==> src/rtl/irqv_pkg.sv <==
package irqv_pkg;

   localparam int unsigned OPC_W     = 8;
   localparam int unsigned FIELD_W   = 3;
   localparam int unsigned FIELD_LSB = 3;
   localparam logic [OPC_W-1:0] OPC_BASE = 8'hC7;

   typedef enum int unsigned {
      ENC_SCAN   = 0,
      ENC_ONEHOT = 1
   } enc_arch_e;

   function automatic logic [OPC_W-1:0] pack_restart(input logic [FIELD_W-1:0] fld);
      logic [OPC_W-1:0] shifted;
      shifted = OPC_W'(fld) << FIELD_LSB;
      return OPC_BASE | shifted;
   endfunction

endpackage

==> src/rtl/irqv_prio_enc.sv <==
module irqv_prio_enc #(
   parameter int unsigned NUM_REQ  = 8,
   parameter int unsigned IDX_W    = $clog2(NUM_REQ),
   parameter int unsigned ENC_ARCH = 0
) (
   input  logic [NUM_REQ-1:0] req_i,
   output logic [IDX_W-1:0]   idx_o,
   output logic               any_o
);
   import irqv_pkg::*;

   assign any_o = |req_i;

   generate
      if (ENC_ARCH == ENC_SCAN) begin : g_scan
         always_comb begin
            idx_o = '0;
            for (int i = 0; i < NUM_REQ; i++) begin
               if (req_i[i]) idx_o = IDX_W'(i);
            end
         end
      end else begin : g_onehot
         logic [NUM_REQ-1:0] above;
         logic [NUM_REQ-1:0] win_oh;

         assign above[NUM_REQ-1] = 1'b0;
         for (genvar g = 0; g < NUM_REQ - 1; g++) begin : g_chain
            assign above[g] = above[g+1] | req_i[g+1];
         end
         assign win_oh = req_i & ~above;

         always_comb begin
            idx_o = '0;
            for (int b = 0; b < IDX_W; b++) begin
               for (int i = 0; i < NUM_REQ; i++) begin
                  if (((i >> b) & 1) == 1) idx_o[b] = idx_o[b] | win_oh[i];
               end
            end
         end
      end
   endgenerate

endmodule

==> src/rtl/irqv_ack_hold.sv <==
module irqv_ack_hold #(
   parameter int unsigned IDX_W = 3
) (
   input  logic             clk,
   input  logic             rst_n,
   input  logic             ack_i,
   input  logic [IDX_W-1:0] live_idx_i,
   output logic [IDX_W-1:0] cur_idx_o
);
   logic             ack_q;
   logic [IDX_W-1:0] held_idx;
   logic             ack_start;

   assign ack_start = ack_i & ~ack_q;

   always_ff @(posedge clk or negedge rst_n) begin
      if (!rst_n) begin
         ack_q    <= 1'b0;
         held_idx <= '0;
      end else begin
         ack_q <= ack_i;
         if (ack_start) held_idx <= live_idx_i;
      end
   end

   // First acknowledge cycle shows the live winner; later cycles the frozen one.
   assign cur_idx_o = (ack_i && ack_q) ? held_idx : live_idx_i;

endmodule

==> src/rtl/irqv_vec_pack.sv <==
module irqv_vec_pack #(
   parameter int unsigned IDX_W     = 3,
   parameter int unsigned ADDR_W    = 16,
   parameter int unsigned VEC_SHIFT = 3
) (
   input  logic [IDX_W-1:0]           idx_i,
   output logic [irqv_pkg::OPC_W-1:0] opcode_o,
   output logic [ADDR_W-1:0]          addr_o
);
   import irqv_pkg::*;

   logic [FIELD_W-1:0] fld;

   assign fld      = FIELD_W'(idx_i);
   assign opcode_o = pack_restart(fld);
   assign addr_o   = ADDR_W'(idx_i) << VEC_SHIFT;

endmodule

==> src/rtl/irq_restart_encoder.sv <==
module irq_restart_encoder #(
   parameter int unsigned NUM_REQ   = 8,
   parameter int unsigned ADDR_W    = 16,
   parameter int unsigned VEC_SHIFT = 3,
   parameter int unsigned ENC_ARCH  = 0
) (
   input  logic                         clk,
   input  logic                         rst_n,
   input  logic [NUM_REQ-1:0]           req_i,
   input  logic                         ack_i,
   output logic                         intr_o,
   output logic                         valid_o,
   output logic [$clog2(NUM_REQ)-1:0]   sel_idx_o,
   output logic [ADDR_W-1:0]            call_addr_o,
   output logic                         bus_oe_o,
   output logic [irqv_pkg::OPC_W-1:0]   bus_data_o
);
   import irqv_pkg::*;

   localparam int unsigned IDX_W = $clog2(NUM_REQ);

   initial begin
      if (NUM_REQ < 2 || NUM_REQ > (1 << FIELD_W) || (1 << IDX_W) != NUM_REQ)
         $fatal(1, "NUM_REQ must be a power of two between 2 and %0d", 1 << FIELD_W);
      if (ADDR_W < IDX_W + VEC_SHIFT)
         $fatal(1, "ADDR_W too narrow for index and vector shift");
      if (ENC_ARCH != ENC_SCAN && ENC_ARCH != ENC_ONEHOT)
         $fatal(1, "unknown ENC_ARCH %0d", ENC_ARCH);
   end

   logic [IDX_W-1:0] live_idx;
   logic             any_req;
   logic [IDX_W-1:0] cur_idx;
   logic [OPC_W-1:0] opcode;
   logic [ADDR_W-1:0] vec_addr;

   irqv_prio_enc #(
      .NUM_REQ (NUM_REQ),
      .IDX_W   (IDX_W),
      .ENC_ARCH(ENC_ARCH)
   ) u_enc (
      .req_i(req_i),
      .idx_o(live_idx),
      .any_o(any_req)
   );

   irqv_ack_hold #(
      .IDX_W(IDX_W)
   ) u_hold (
      .clk       (clk),
      .rst_n     (rst_n),
      .ack_i     (ack_i),
      .live_idx_i(live_idx),
      .cur_idx_o (cur_idx)
   );

   irqv_vec_pack #(
      .IDX_W    (IDX_W),
      .ADDR_W   (ADDR_W),
      .VEC_SHIFT(VEC_SHIFT)
   ) u_pack (
      .idx_i   (cur_idx),
      .opcode_o(opcode),
      .addr_o  (vec_addr)
   );

   assign intr_o      = any_req & ~ack_i;
   assign valid_o     = any_req;
   assign sel_idx_o   = cur_idx;
   assign call_addr_o = vec_addr;
   assign bus_oe_o    = ack_i;
   assign bus_data_o  = ack_i ? opcode : '0;

endmodule

==> config.mk <==
export PLATFORM = sky130hd
export DESIGN_NAME = irq_restart_encoder
export DESIGN_NICKNAME = d
export VERILOG_FILES = /design/src/rtl/irqv_pkg.sv /design/src/rtl/irqv_prio_enc.sv /design/src/rtl/irqv_ack_hold.sv /design/src/rtl/irqv_vec_pack.sv /design/src/rtl/irq_restart_encoder.sv
export SDC_FILE = /design/constraint.sdc
export NUM_CORES = 1
export LEC_CHECK = 0
export BUFFER_PORTS_ARGS = -buffer_cell sky130_fd_sc_hd__buf_2
export CAP_MARGIN = 20
export CORE_AREA = 2 2 39 41
export CTS_CLUSTER_SIZE = 30
export DETAILED_ROUTE_END_ITERATION = 10
export DIE_AREA = 0 0 41 43
export PLACE_DENSITY = 0.74
export SKIP_LAST_GASP = 1
export SYNTH_ARGS = -nofsm -noshare
export SYNTH_HDL_FRONTEND = slang
export SYNTH_SLANG_ARGS = --single-unit
==> constraint.sdc <==
create_clock -name clk -period 1.5 [get_ports clk]
set_input_delay 0.15 -clock clk [delete_from_list [all_inputs] [get_ports clk]]
set_output_delay 0.15 -clock clk [all_outputs]
set_load 0.02 [all_outputs]
Word level (Yosys, flattened, before mapping)
Index checks and enable logic that the tools add are counted.

storage, ports and cells
  word-level logic and storage cells = 17
  input port bits = 11
  bits in registers = 4
  output and inout bits = 30

cells by class
  bitwise logic cells = 4
  mux-type cells = 9
  reductions and logical operators = 2

operators with widths
  cell                 count
  $mux W3              5
  $mux W8              1
  $reduce_or A8 Y1     1
  $mux W2              2
  $and A1 B1 Y1        2
  $not A1 Y1           2
  $logic_and A1 B1 Y1  1
  $mux W1              1

Depth between registers and ports, before layout
Gate-level depths: netlist of the first run.

  depth after elaboration = 9
  depth in mapped cells = 4
  depth with buffers taken out = 3

Cells and area by module
A second synthesis of the first run with hierarchy kept.

second synthesis, totals
  cell total of the unflattened synthesis = 60
  area, all modules = 516.7 µm²

modules (own cells, without submodules)
  module               seq. area each (µm²)  area an instance (µm²)  cells an instance  times used
  irqv_ack_hold        100.1                 198.9                   12                 1
  irqv_vec_pack        0.0                   187.7                   26                 1
  irqv_prio_enc        0.0                   66.3                    12                 1
  irq_restart_encoder  0.0                   63.8                    10                 1

Worst setup path before layout of the first run
No wires, ideal clock.

  path kind = input to output
  start = input port req_i[2]
  end = output port sel_idx_o[0]
  buffers on the path = 1
  arrival = 1,212 ps
  required time = 1,350 ps
  path slack = 138 ps
  stages = 4
  cell sequence = nand2b_1 > a221o_1 > a21oi_1 > buf_4

on the way
  longest elaborated chain between the ends = 7

ends and longest elaborated chain
  element                RTL line                   source
  start: declaration     irq_restart_encoder.sv:9   input logic [NUM_REQ-1:0] req_i,
  $mux W2 (2 in series)  irqv_prio_enc.sv:19        if (req_i[i]) idx_o = IDX_W'(i);
  $mux W3 (4 in series)  irqv_prio_enc.sv:19
  $mux W3                irqv_ack_hold.sv:27        assign cur_idx_o = (ack_i && ack_q) ? held_idx : live_idx_i;
  end: declaration       irq_restart_encoder.sv:13  output logic [$clog2(NUM_REQ)-1:0] sel_idx_o,

Every way passes these cells.

Final worst setup path of the first run
  start = register u_hold.ack_q
  end = output port bus_data_o[3] (netlist name)

on the way
  longest elaborated chain between the ends = 3

ends and longest elaborated chain
  element                   RTL line                   source
  start: declaration        irqv_ack_hold.sv:10        logic ack_q;
  start signal: assignment  irqv_ack_hold.sv:21        ack_q <= ack_i;
  $logic_and A1 B1 Y1       irqv_ack_hold.sv:27
  $mux W3                   irqv_ack_hold.sv:27
  $mux W8                   irq_restart_encoder.sv:72  assign bus_data_o = ack_i ? opcode : '0;
  end: declaration          irq_restart_encoder.sv:16  output logic [irqv_pkg::OPC_W-1:0] bus_data_o

Every way passes these cells.

==> results of run 1 <==
[how the worst max path moves through the flow]
stage | startpoint | endpoint | slack (ns) | cells after the start
after floorplan | req_i[2] | sel_idx_o[0] | 0.14 | 4
after global placement | req_i[4] | bus_data_o[5] | 0.25 | 5
after detailed placement | req_i[4] | bus_data_o[5] | 0.19 | 5
after CTS | u_hold.ack_q$_DFF_PN0_ | bus_data_o[3] | 0.16 | 4
after global routing | u_hold.ack_q$_DFF_PN0_ | bus_data_o[3] | 0.03 | 4
final | u_hold.ack_q$_DFF_PN0_ | bus_data_o[3] | 0.17 | 4
[cells in the mapped netlist (2+ instances only)]
| library cell | number | area share (%) |
|---|---|---|
| nand2_1 | 5 | 4.2 |
| nor2_1 | 8 | 6.6 |
| a21oi_1 | 9 | 10 |
| o21ai_0 | 3 | 3.3 |
| buf_4 | 22 | 37 |
| dfrtp_1 | 4 | 22 |
| nand2b_1 | 2 | 2.8 |
[area by class of cell]
class / count / area (um2)
multi-input combinational: 46 / 224
timing repair buffer: 28 / 145
tap: 16 / 20.0
sequential: 4 / 100
fill: 169 / 865
inverter: 2 / 7.51
clock buffer: 3 / 22.5
[flip-flops by register name, indices dropped and copies added (netlist names)]
signal           flops
u_hold.ack_q         1
u_hold.held_idx      3
[power by group]
group	total (uW)	internal, uW	switching [uW]
sequential	130	121	9.31
combinational	171	51.5	119
clock	125	88.9	35.8
total	425	261	164
[routing by layer]
layer,part of all wire [%],vias to the layer above,track usage [%],wire length [um]
li1,-,216,-,-
met1,33,185,11.1,287
met2,58,18,21.3,494
met3,7.6,2,2.09,65
met4,1.4,0,9.33,12
met5,0,-,0,0
[cells by family after synthesis]
family | Yosys count | synth area share, %
flops | 4 | 22.2
buf+inv | 24 | 38.2
other cells | 1 | 0.830
compound gates | 16 | 21.1
simple gates | 17 | 17.7
[metrics by stage]
stage | cell area (um2) | std cells | setup slack [ns] | hold WS [ns]
after floorplan | 497 | 74 | 0.138 | -0.146
after global placement | 487 | 95 | 0.246 | -0.0458
final | 519 | 99 | 0.166 | 0.173
after global routing | 519 | 99 | 0.0276 | 0.179
after CTS | 519 | 99 | 0.156 | 0.165
after detailed placement | 487 | 95 | 0.195 | -0.0404
[worst max-delay path: stages, from the launching register on]
cell and delay (ns):
dfrtp_1 0.40, inv_1 0.15, o21ai_0 0.10, a21oi_1 0.13, buf_2 0.18
==> summary.txt, run 1 <==
Cells and area
  • Commonest non-fill, non-tap cell in the layout: buf_2
  • Area growth syn-to-layout: 15.0%
  • Most frequent cells in the layout: 27 x buf_2, 13 x conb_1, 9 x a21oi_1
  • Final nets: 96
  • Final Core Density: 37.5%
  • # diodes: 0
  • Layout cells sized above 1: 39.8%

Clocking
  • Clock sinks: 4
  • Hold-fix buffers, CTS: 1
  • Htree depth: 1
  • CTS root buf: clkbuf_4
  • TritonCTS Buffers: 3
  • Max Root-Sink Buffers: 2
  • CTS tree: done
  • Post-CTS Setup Inserts: 0
  • Post-CTS Resized: 0
  • Clock Pin Slew Worst Setup and Hold Paths: 0.03 ns
  • Clk_lat worst skew: 0.23 ns

Die
  • I/O pin cnt: 41
  • DIE AREA: 1760 um2
  • # rows: 14
  • Initial Util: 32.6%
  • Total core area: 1380 um2
  • Die Wd: 41 um
  • Die Ht: 43 um

STA
  • Fin crit period: 1.33 ns
  • Pins Over Slew Limit: 0
  • Final worst-path cycle share: 88.9%
  • Final Hold Violating Endpoints: 0
  • Setup TNS: 0 ns
  • Final setup violation count: 0
  • RSZ-0062 raised after global routing: false
  • Clock skew: 0.000168 ns
  • Max frequency: 750 MHz

Setup path
  • Worst flop-to-flop path endpoint: u_hold.held_idx[2]$_DFFE_PN0P_
  • Worst EP arrival: 1.18 ns
  • CP max FO: 6
  • R2R Path Start: u_hold.ack_q$_DFF_PN0_
  • Critical Path RT: 1.35 ns
  • Worst reg2reg path depth: 3
  • Critical path type: flop to primary output
  • Worst R2R Setup Slack: 0.59 ns
  • CP startpoint kind: flop
  • Crit. End Element: primary output

Detailed routing
  • DR vias: 421
  • Total Wirelength: 859 um
  • Routed Antenna Nets: 0
  • DRC: 0
  • Avg WL per Cell: 8.68 um
  • Routed vias/inst: 4.25
  • First drt pass iteration count: 2
  • Violation count after the first detailed-route iteration: 10

Synth
  • Post-synth design cell area: 452 um2
  • Share of the yosys chip area belonging to registers: 22.2%
  • Yosys reg bits: 4
  • Fraction of registers with async set/reset: 100%
  • Avg Synthesized Cell Area: 7.29 um2
  • Synth Warn #: 0
  • Number of synthesized flops with an enable pin: 0
  • Post-Synthesis Cells: 62
  • Top FF cell, synth: dfrtp_1
  • Post-synthesis cell type count: 16

Global route
  • Initial antenna violation count: 0
  • Grt total ovfl: 0
  • Total track usage: 12.1%
  • Vias in the first global route: 386
  • First-pass GRT wire length: 1440 um
  • Pin count of the biggest net entering global routing: 16

Run status
  • Status: finished, final reports clean

Placement
  • Detailed placer's ending HPWL: 745 um
  • GP Congestion: 0.700
  • PortBufs: 27

Hold path
  • Hold_sp: ack_i
  • Hold path endpoint: u_hold.ack_q$_DFF_PN0_
  • Hold depth: 1
  • Hold Path Class: input port to flop

Pwr
  • Worst VDD drop: 0.311 mV
  • Power Dens Cells: 819 nW/um2
  • Design Power: 425 uW
  • LEAKAGE: 0.000279 uW

Job
  • Max capacitance violation total: 0
Note: power is estimated with default switching activity, not from simulation.
==> run 2, diff against run 1 <==
Settings changed: CORE_AREA 2 2 39 41 to unset, CORE_UTILIZATION set to 32, DIE_AREA 0 0 41 43 to unset, PLACE_DENSITY 0.74 to 0.73.
Clock period 1.5 ns to 1.1 ns, I/O delays scaled along.
==> run 2 against run 1 <==
Combinational power grew 66%. Worst hold slack worse by 0.025 ns. Largest power group unchanged. The flow now finishes with violations (negative setup slack). Largest cell class unchanged. Critical path type unchanged. Sequential cell count stayed put. Via count is 1.7% higher. Die area down 11%. Wire length is 6.1% higher. Setup slack got worse by 0.34 ns. Final cell count is the same.
==> summary.txt, run 2 (synthesized netlist as in run 1, its figures left out) <==
Die
  • Die Ht: 39.6 um
  • Total core area: 1300 um2
  • Die Wd: 39.6 um
  • Initial Util: 34.7%
  • DIE AREA: 1570 um2
  • I/O pin cnt: 41
  • # rows: 13

Global route
  • Grt total ovfl: 0
  • First-pass GRT wire length: 1180 um
  • Pin count of the biggest net entering global routing: 16
  • Vias in the first global route: 304
  • Total track usage: 11.6%
  • Initial antenna violation count: 0

Run status
  • Status: finished with violations
  • Failing checks: negative setup slack

Setup path
  • CP endpoint: call_addr_o[4]
  • Crit. End Element: primary output
  • Worst EP arrival: 1.17 ns
  • Critical path type: flop to primary output
  • Critical Path RT: 0.99 ns
  • Worst reg2reg path depth: 3
  • Worst R2R Setup Slack: 0.11 ns
  • Worst setup startpoint: u_hold.ack_q$_DFF_PN0_
  • CP max FO: 5
  • R2R Path Start: u_hold.ack_q$_DFF_PN0_
  • Worst flop-to-flop path endpoint: u_hold.held_idx[0]$_DFFE_PN0P_
  • CP startpoint kind: flop

Clocking
  • Clock sinks: 4
  • CTS root buf: clkbuf_4
  • Htree depth: 1
  • Clk_lat worst skew: 0.23 ns
  • CTS tree: done
  • Clock Pin Slew Worst Setup and Hold Paths: 0.04 ns
  • Max Root-Sink Buffers: 2
  • TritonCTS Buffers: 3

Pwr
  • Comb pwr share: 44.0%
  • Clock power share: 27.5%
  • Sw Share: 39.5%
  • Worst VDD drop: 0.504 mV
  • Sequential power share: 28.5%
  • Net switching power: 255 uW
  • Internal power: 391 uW
  • Power Dens Cells: 1040 nW/um2
  • LEAKAGE: 0.000309 uW

STA
  • RSZ-0062 raised after global routing: true
  • Final setup violation count: 9
  • Final Worst Setup Slack: -0.175 ns
  • Max frequency: 784 MHz
  • Final Hold Violating Endpoints: 0
  • Fin crit period: 1.28 ns
  • Clock skew: 0.00185 ns
  • Final worst-path cycle share: 116%
  • Pins Over Slew Limit: 0

Hold path
  • Hold Path Class: input port to flop

Cells and area
  • Max reg flops: 3
  • Final nets: 97
  • Fillcell total: 140
  • Final Core Density: 47.5%
  • Top flop regs: u_hold.held_idx x3, u_hold.ack_q x1
  • Layout cells sized above 1: 53.6%
  • Final Cell Area: 618 um2
  • Biggest register: u_hold.held_idx
  • Most frequent cells in the layout: 18 x buf_2, 13 x conb_1, 7 x buf_4
  • Commonest non-fill, non-tap cell in the layout: buf_2
  • Area growth syn-to-layout: 36.8%
  • # diodes: 0

Detailed routing
  • Violation count after the first detailed-route iteration: 2
  • Routed vias/inst: 4.32
  • First drt pass iteration count: 2
  • Routed Antenna Nets: 0
  • Total Wirelength: 911 um
  • DRC: 0
  • DR vias: 428
  • Avg WL per Cell: 9.20 um

Placement
  • Detailed placer's ending HPWL: 748 um
  • GP Congestion: 0.664
  • PortBufs: 27
  • Area after DPL: 514 um2

Job
  • Max capacitance violation total: 0
## run 2: changes by cell type in the layout (fill, tap and decap cells not counted), moves of 2 or more
cell	delta
buf_2	-9
buf_4	+7
a21oi_1	-5
a21oi_2	+3
buf_6	+3
a21oi_4	+2
nor2_1	-2
o21ai_0	-2
## run 2: cell type report
| cell class | count | area [um2] | share of cell area [%] |
|---|---|---|---|
| clock buffer | 3 | 22.5 | 3.64 |
| inverter | 2 | 10.0 | 1.62 |
| multi-input combinational | 46 | 279 | 45.1 |
| sequential | 4 | 101 | 16.4 |
| tap | 15 | 18.8 | 3.04 |
| timing repair buffer | 29 | 186 | 30.2 |
## run 2: worst min-delay path by stage
| stage | start | end | depth (start not counted) |
|---|---|---|---|
| global placement | rst_n | u_hold.ack_q$_DFF_PN0_ | 1 |
| detailed placement | rst_n | u_hold.ack_q$_DFF_PN0_ | 1 |
| finish | ack_i | u_hold.ack_q$_DFF_PN0_ | 1 |
| global route | ack_i | u_hold.ack_q$_DFF_PN0_ | 1 |
| CTS | ack_i | u_hold.ack_q$_DFF_PN0_ | 1 |
| floorplan | rst_n | u_hold.ack_q$_DFF_PN0_ | 0 |
## run 2: per-layer routing
layer / part of all wire (%) / wire length (um) / global-route usage, % / vias up
li1: - / - / - / 221
met1: 37 / 336 / 12.4 / 189
met2: 58 / 529 / 20.5 / 18
met3: 4.9 / 45 / 1.70 / 0
met4: 0 / 0 / 7.76 / 0
met5: 0 / 0 / 0 / -
## run 2: power groups by stage
stage                     Sequential (uW)  Clock [uW]  Combinational [uW]
after floorplan                       176           0                 226
after global placement                178           0                 241
after detailed placement              179           0                 245
after CTS                             178         190                 267
after global routing                  187         191                 310
final                                 184         178                 284
## run 2: repair_timing
item / in CTS / in global routing
endpoints found under the setup margin: 9 / 9
resized for setup: 13 / 12
pin swaps: 2 / 1
endpoints found under the hold margin: 4 / 0
hold buffers: 1 / 0
setup buffers: 0 / 0
## run 2: stage by stage
step / TNS, ns / hold WS [ns] / setup WS, ns / cells / power (uW)
2_1_floorplan: -0.0221 / -0.186 / -0.0111 / 74 / 402
3_3_place_gp: -0.0795 / -0.0855 / -0.0414 / 95 / 418
3_5_place_dp: -0.199 / -0.0829 / -0.0732 / 95 / 423
4_1_cts: -1.34 / 0.122 / -0.155 / 99 / 636
5_1_grt: -1.85 / 0.163 / -0.217 / 99 / 688
6_report: -1.35 / 0.148 / -0.175 / 99 / 646
## run 2: worst max-delay path: stages, from the launching register on
cell	delay [ns]
dfrtp_2	0.46
nand2_4	0.13
nor2_1	0.06
a21oi_2	0.12
buf_4	0.16
==> run 3, diff against run 2 <==
Settings changed: SETUP_SLACK_MARGIN set to 0.1.
==> run 3 against run 2 <==
The flow still finishes with violations (negative setup slack). Sequential cell count stayed put. Largest power group unchanged. Power is 7.4% higher. Utilization is 9.9 points higher. Largest cell class unchanged. Register-to-register slack hardly changed.
==> summary.txt, run 3 (synthesized netlist as in run 1, its figures left out) <==
STA
  • RSZ-0062 raised after global routing: true
  • Final setup violation count: 9
  • Pins Over Slew Limit: 0
  • Final worst-path cycle share: 115%
  • Final Worst Setup Slack: -0.166 ns
  • Fin crit period: 1.27 ns
  • Final Hold Violating Endpoints: 0
  • Clock skew: 0.000376 ns
  • Max frequency: 790 MHz

Setup path
  • Worst reg2reg path depth: 3
  • Crit-path max cell delay: 0.44 ns
  • CP max FO: 6
  • Worst EP arrival: 1.16 ns
  • Worst flop-to-flop path endpoint: u_hold.held_idx[0]$_DFFE_PN0P_
  • Crit. End Element: primary output
  • Crit-path cells: inv_2 -> o21ai_1 -> a21oi_2 -> buf_4
  • R2R Path Start: u_hold.ack_q$_DFF_PN0_
  • CP startpoint kind: flop
  • Worst R2R Setup Slack: 0.11 ns
  • Critical path type: flop to primary output
  • CP max-delay cell: dfrtp_2
  • Critical Path RT: 0.99 ns

Cells and area
  • Reg area: 101 um2
  • Layout cells sized above 1: 60.7%
  • # diodes: 0
  • Multi-input combinational cell area: 332 um2
  • Biggest register: u_hold.held_idx
  • Top flop regs: u_hold.held_idx x3, u_hold.ack_q x1
  • Final Cell Area: 747 um2
  • Area growth syn-to-layout: 65.4%
  • Commonest non-fill, non-tap cell in the layout: buf_2
  • Final nets: 102
  • Most frequent cells in the layout: 14 x buf_2, 13 x conb_1, 11 x buf_4
  • Final Core Density: 57.4%
  • Max reg flops: 3
  • Fillcell total: 117

Detailed routing
  • Routed Antenna Nets: 0
  • Routed vias/inst: 4.58
  • DRC: 0
  • Total Wirelength: 1170 um
  • First drt pass iteration count: 4
  • Violation count after the first detailed-route iteration: 6
  • Avg WL per Cell: 11.2 um
  • DR vias: 476

Die
  • Die Ht: 39.6 um
  • Initial Util: 34.7%
  • DIE AREA: 1570 um2
  • I/O pin cnt: 41
  • # rows: 13
  • Die Wd: 39.6 um
  • Total core area: 1300 um2

Clocking
  • CTS root buf: clkbuf_4
  • Clock sinks: 4
  • Clk_lat worst skew: 0.23 ns
  • Htree depth: 1
  • CTS tree: done
  • Max Root-Sink Buffers: 2
  • TritonCTS Buffers: 3
  • Clock Pin Slew Worst Setup and Hold Paths: 0.04 ns

Placement
  • Detailed placer's ending HPWL: 727 um
  • PortBufs: 27
  • GP Congestion: 0.666
  • Area after DPL: 562 um2

Global route
  • Initial antenna violation count: 0
  • Pin count of the biggest net entering global routing: 13
  • Total track usage: 12.4%
  • First-pass GRT wire length: 1250 um
  • Grt total ovfl: 0
  • Vias in the first global route: 306

Hold path
  • Hold Path Class: input port to asynchronous set/reset pin

Pwr
  • Worst VDD drop: 0.560 mV
  • LEAKAGE: 0.000368 uW
  • Power Dens Cells: 929 nW/um2

Job
  • Max capacitance violation total: 0

Run status
  • Failing checks: negative setup slack
  • Status: finished with violations
==> run 3: per-stage QoR <==
stage	worst slack (ns)	total power, uW	TNS (ns)	instances	hold WS, ns
2_1_floorplan	0.00990	423	0	74	-0.186
3_3_place_gp	-0.0399	441	-0.121	97	-0.0855
3_5_place_dp	-0.0595	446	-0.187	97	-0.0809
4_1_cts	-0.167	680	-1.40	102	0.202
5_1_grt	-0.219	740	-1.73	104	0.217
6_report	-0.166	694	-1.38	104	0.210
==> run 3: area by class of cell <==
type | count | area share (%)
Clock buffer | 3 | 3.02
Multi-Input combinational cell | 46 | 44.4
Timing Repair Buffer | 34 | 35.5
Sequential cell | 4 | 13.6
Inverter | 2 | 1.01
Tap cell | 15 | 2.51
==> run 3: worst max path at each step <==
stage	startpoint	to	slack (ns)
after CTS	u_hold.ack_q$_DFF_PN0_	call_addr_o[4]	-0.17
final	u_hold.ack_q$_DFF_PN0_	bus_data_o[3]	-0.17
after detailed placement	req_i[2]	call_addr_o[3]	-0.06
after global placement	req_i[2]	call_addr_o[3]	-0.04
after global routing	u_hold.ack_q$_DFF_PN0_	bus_data_o[3]	-0.22
after floorplan	req_i[2]	sel_idx_o[0]	0.01
==> run 3: what timing repair did <==
action,4_1_cts,5_1_grt
buffers inserted,1,2
gates resized for setup,24,10
pin swaps,3,2
endpoints found under the setup margin,11,12
hold buffers,1,0
endpoints found under the hold margin,4,0
gates cloned,0,0
==> run 3: power by group <==
part | internal (uW) | switching (uW) | total (uW)
combinational | 130 | 202 | 332
sequential | 165 | 19.6 | 184
clock | 122 | 55.3 | 177
total | 417 | 277 | 694
==> run 3: worst max-delay path: cells and delay by family, from the launching register on <==
family	cells	cell delay, ns
buf+inv	2	0.27
flops	1	0.44
compound gates	2	0.21
==> run 3: routing by layer <==
metal | share of wire [%] | wire length, um | track usage [%]
met1 | 32 | 373 | 16.3
met4 | 0 | 0 | 10.3
met2 | 62 | 721 | 17.6
met3 | 6.4 | 75 | 1.70
met5 | 0 | 0 | 0
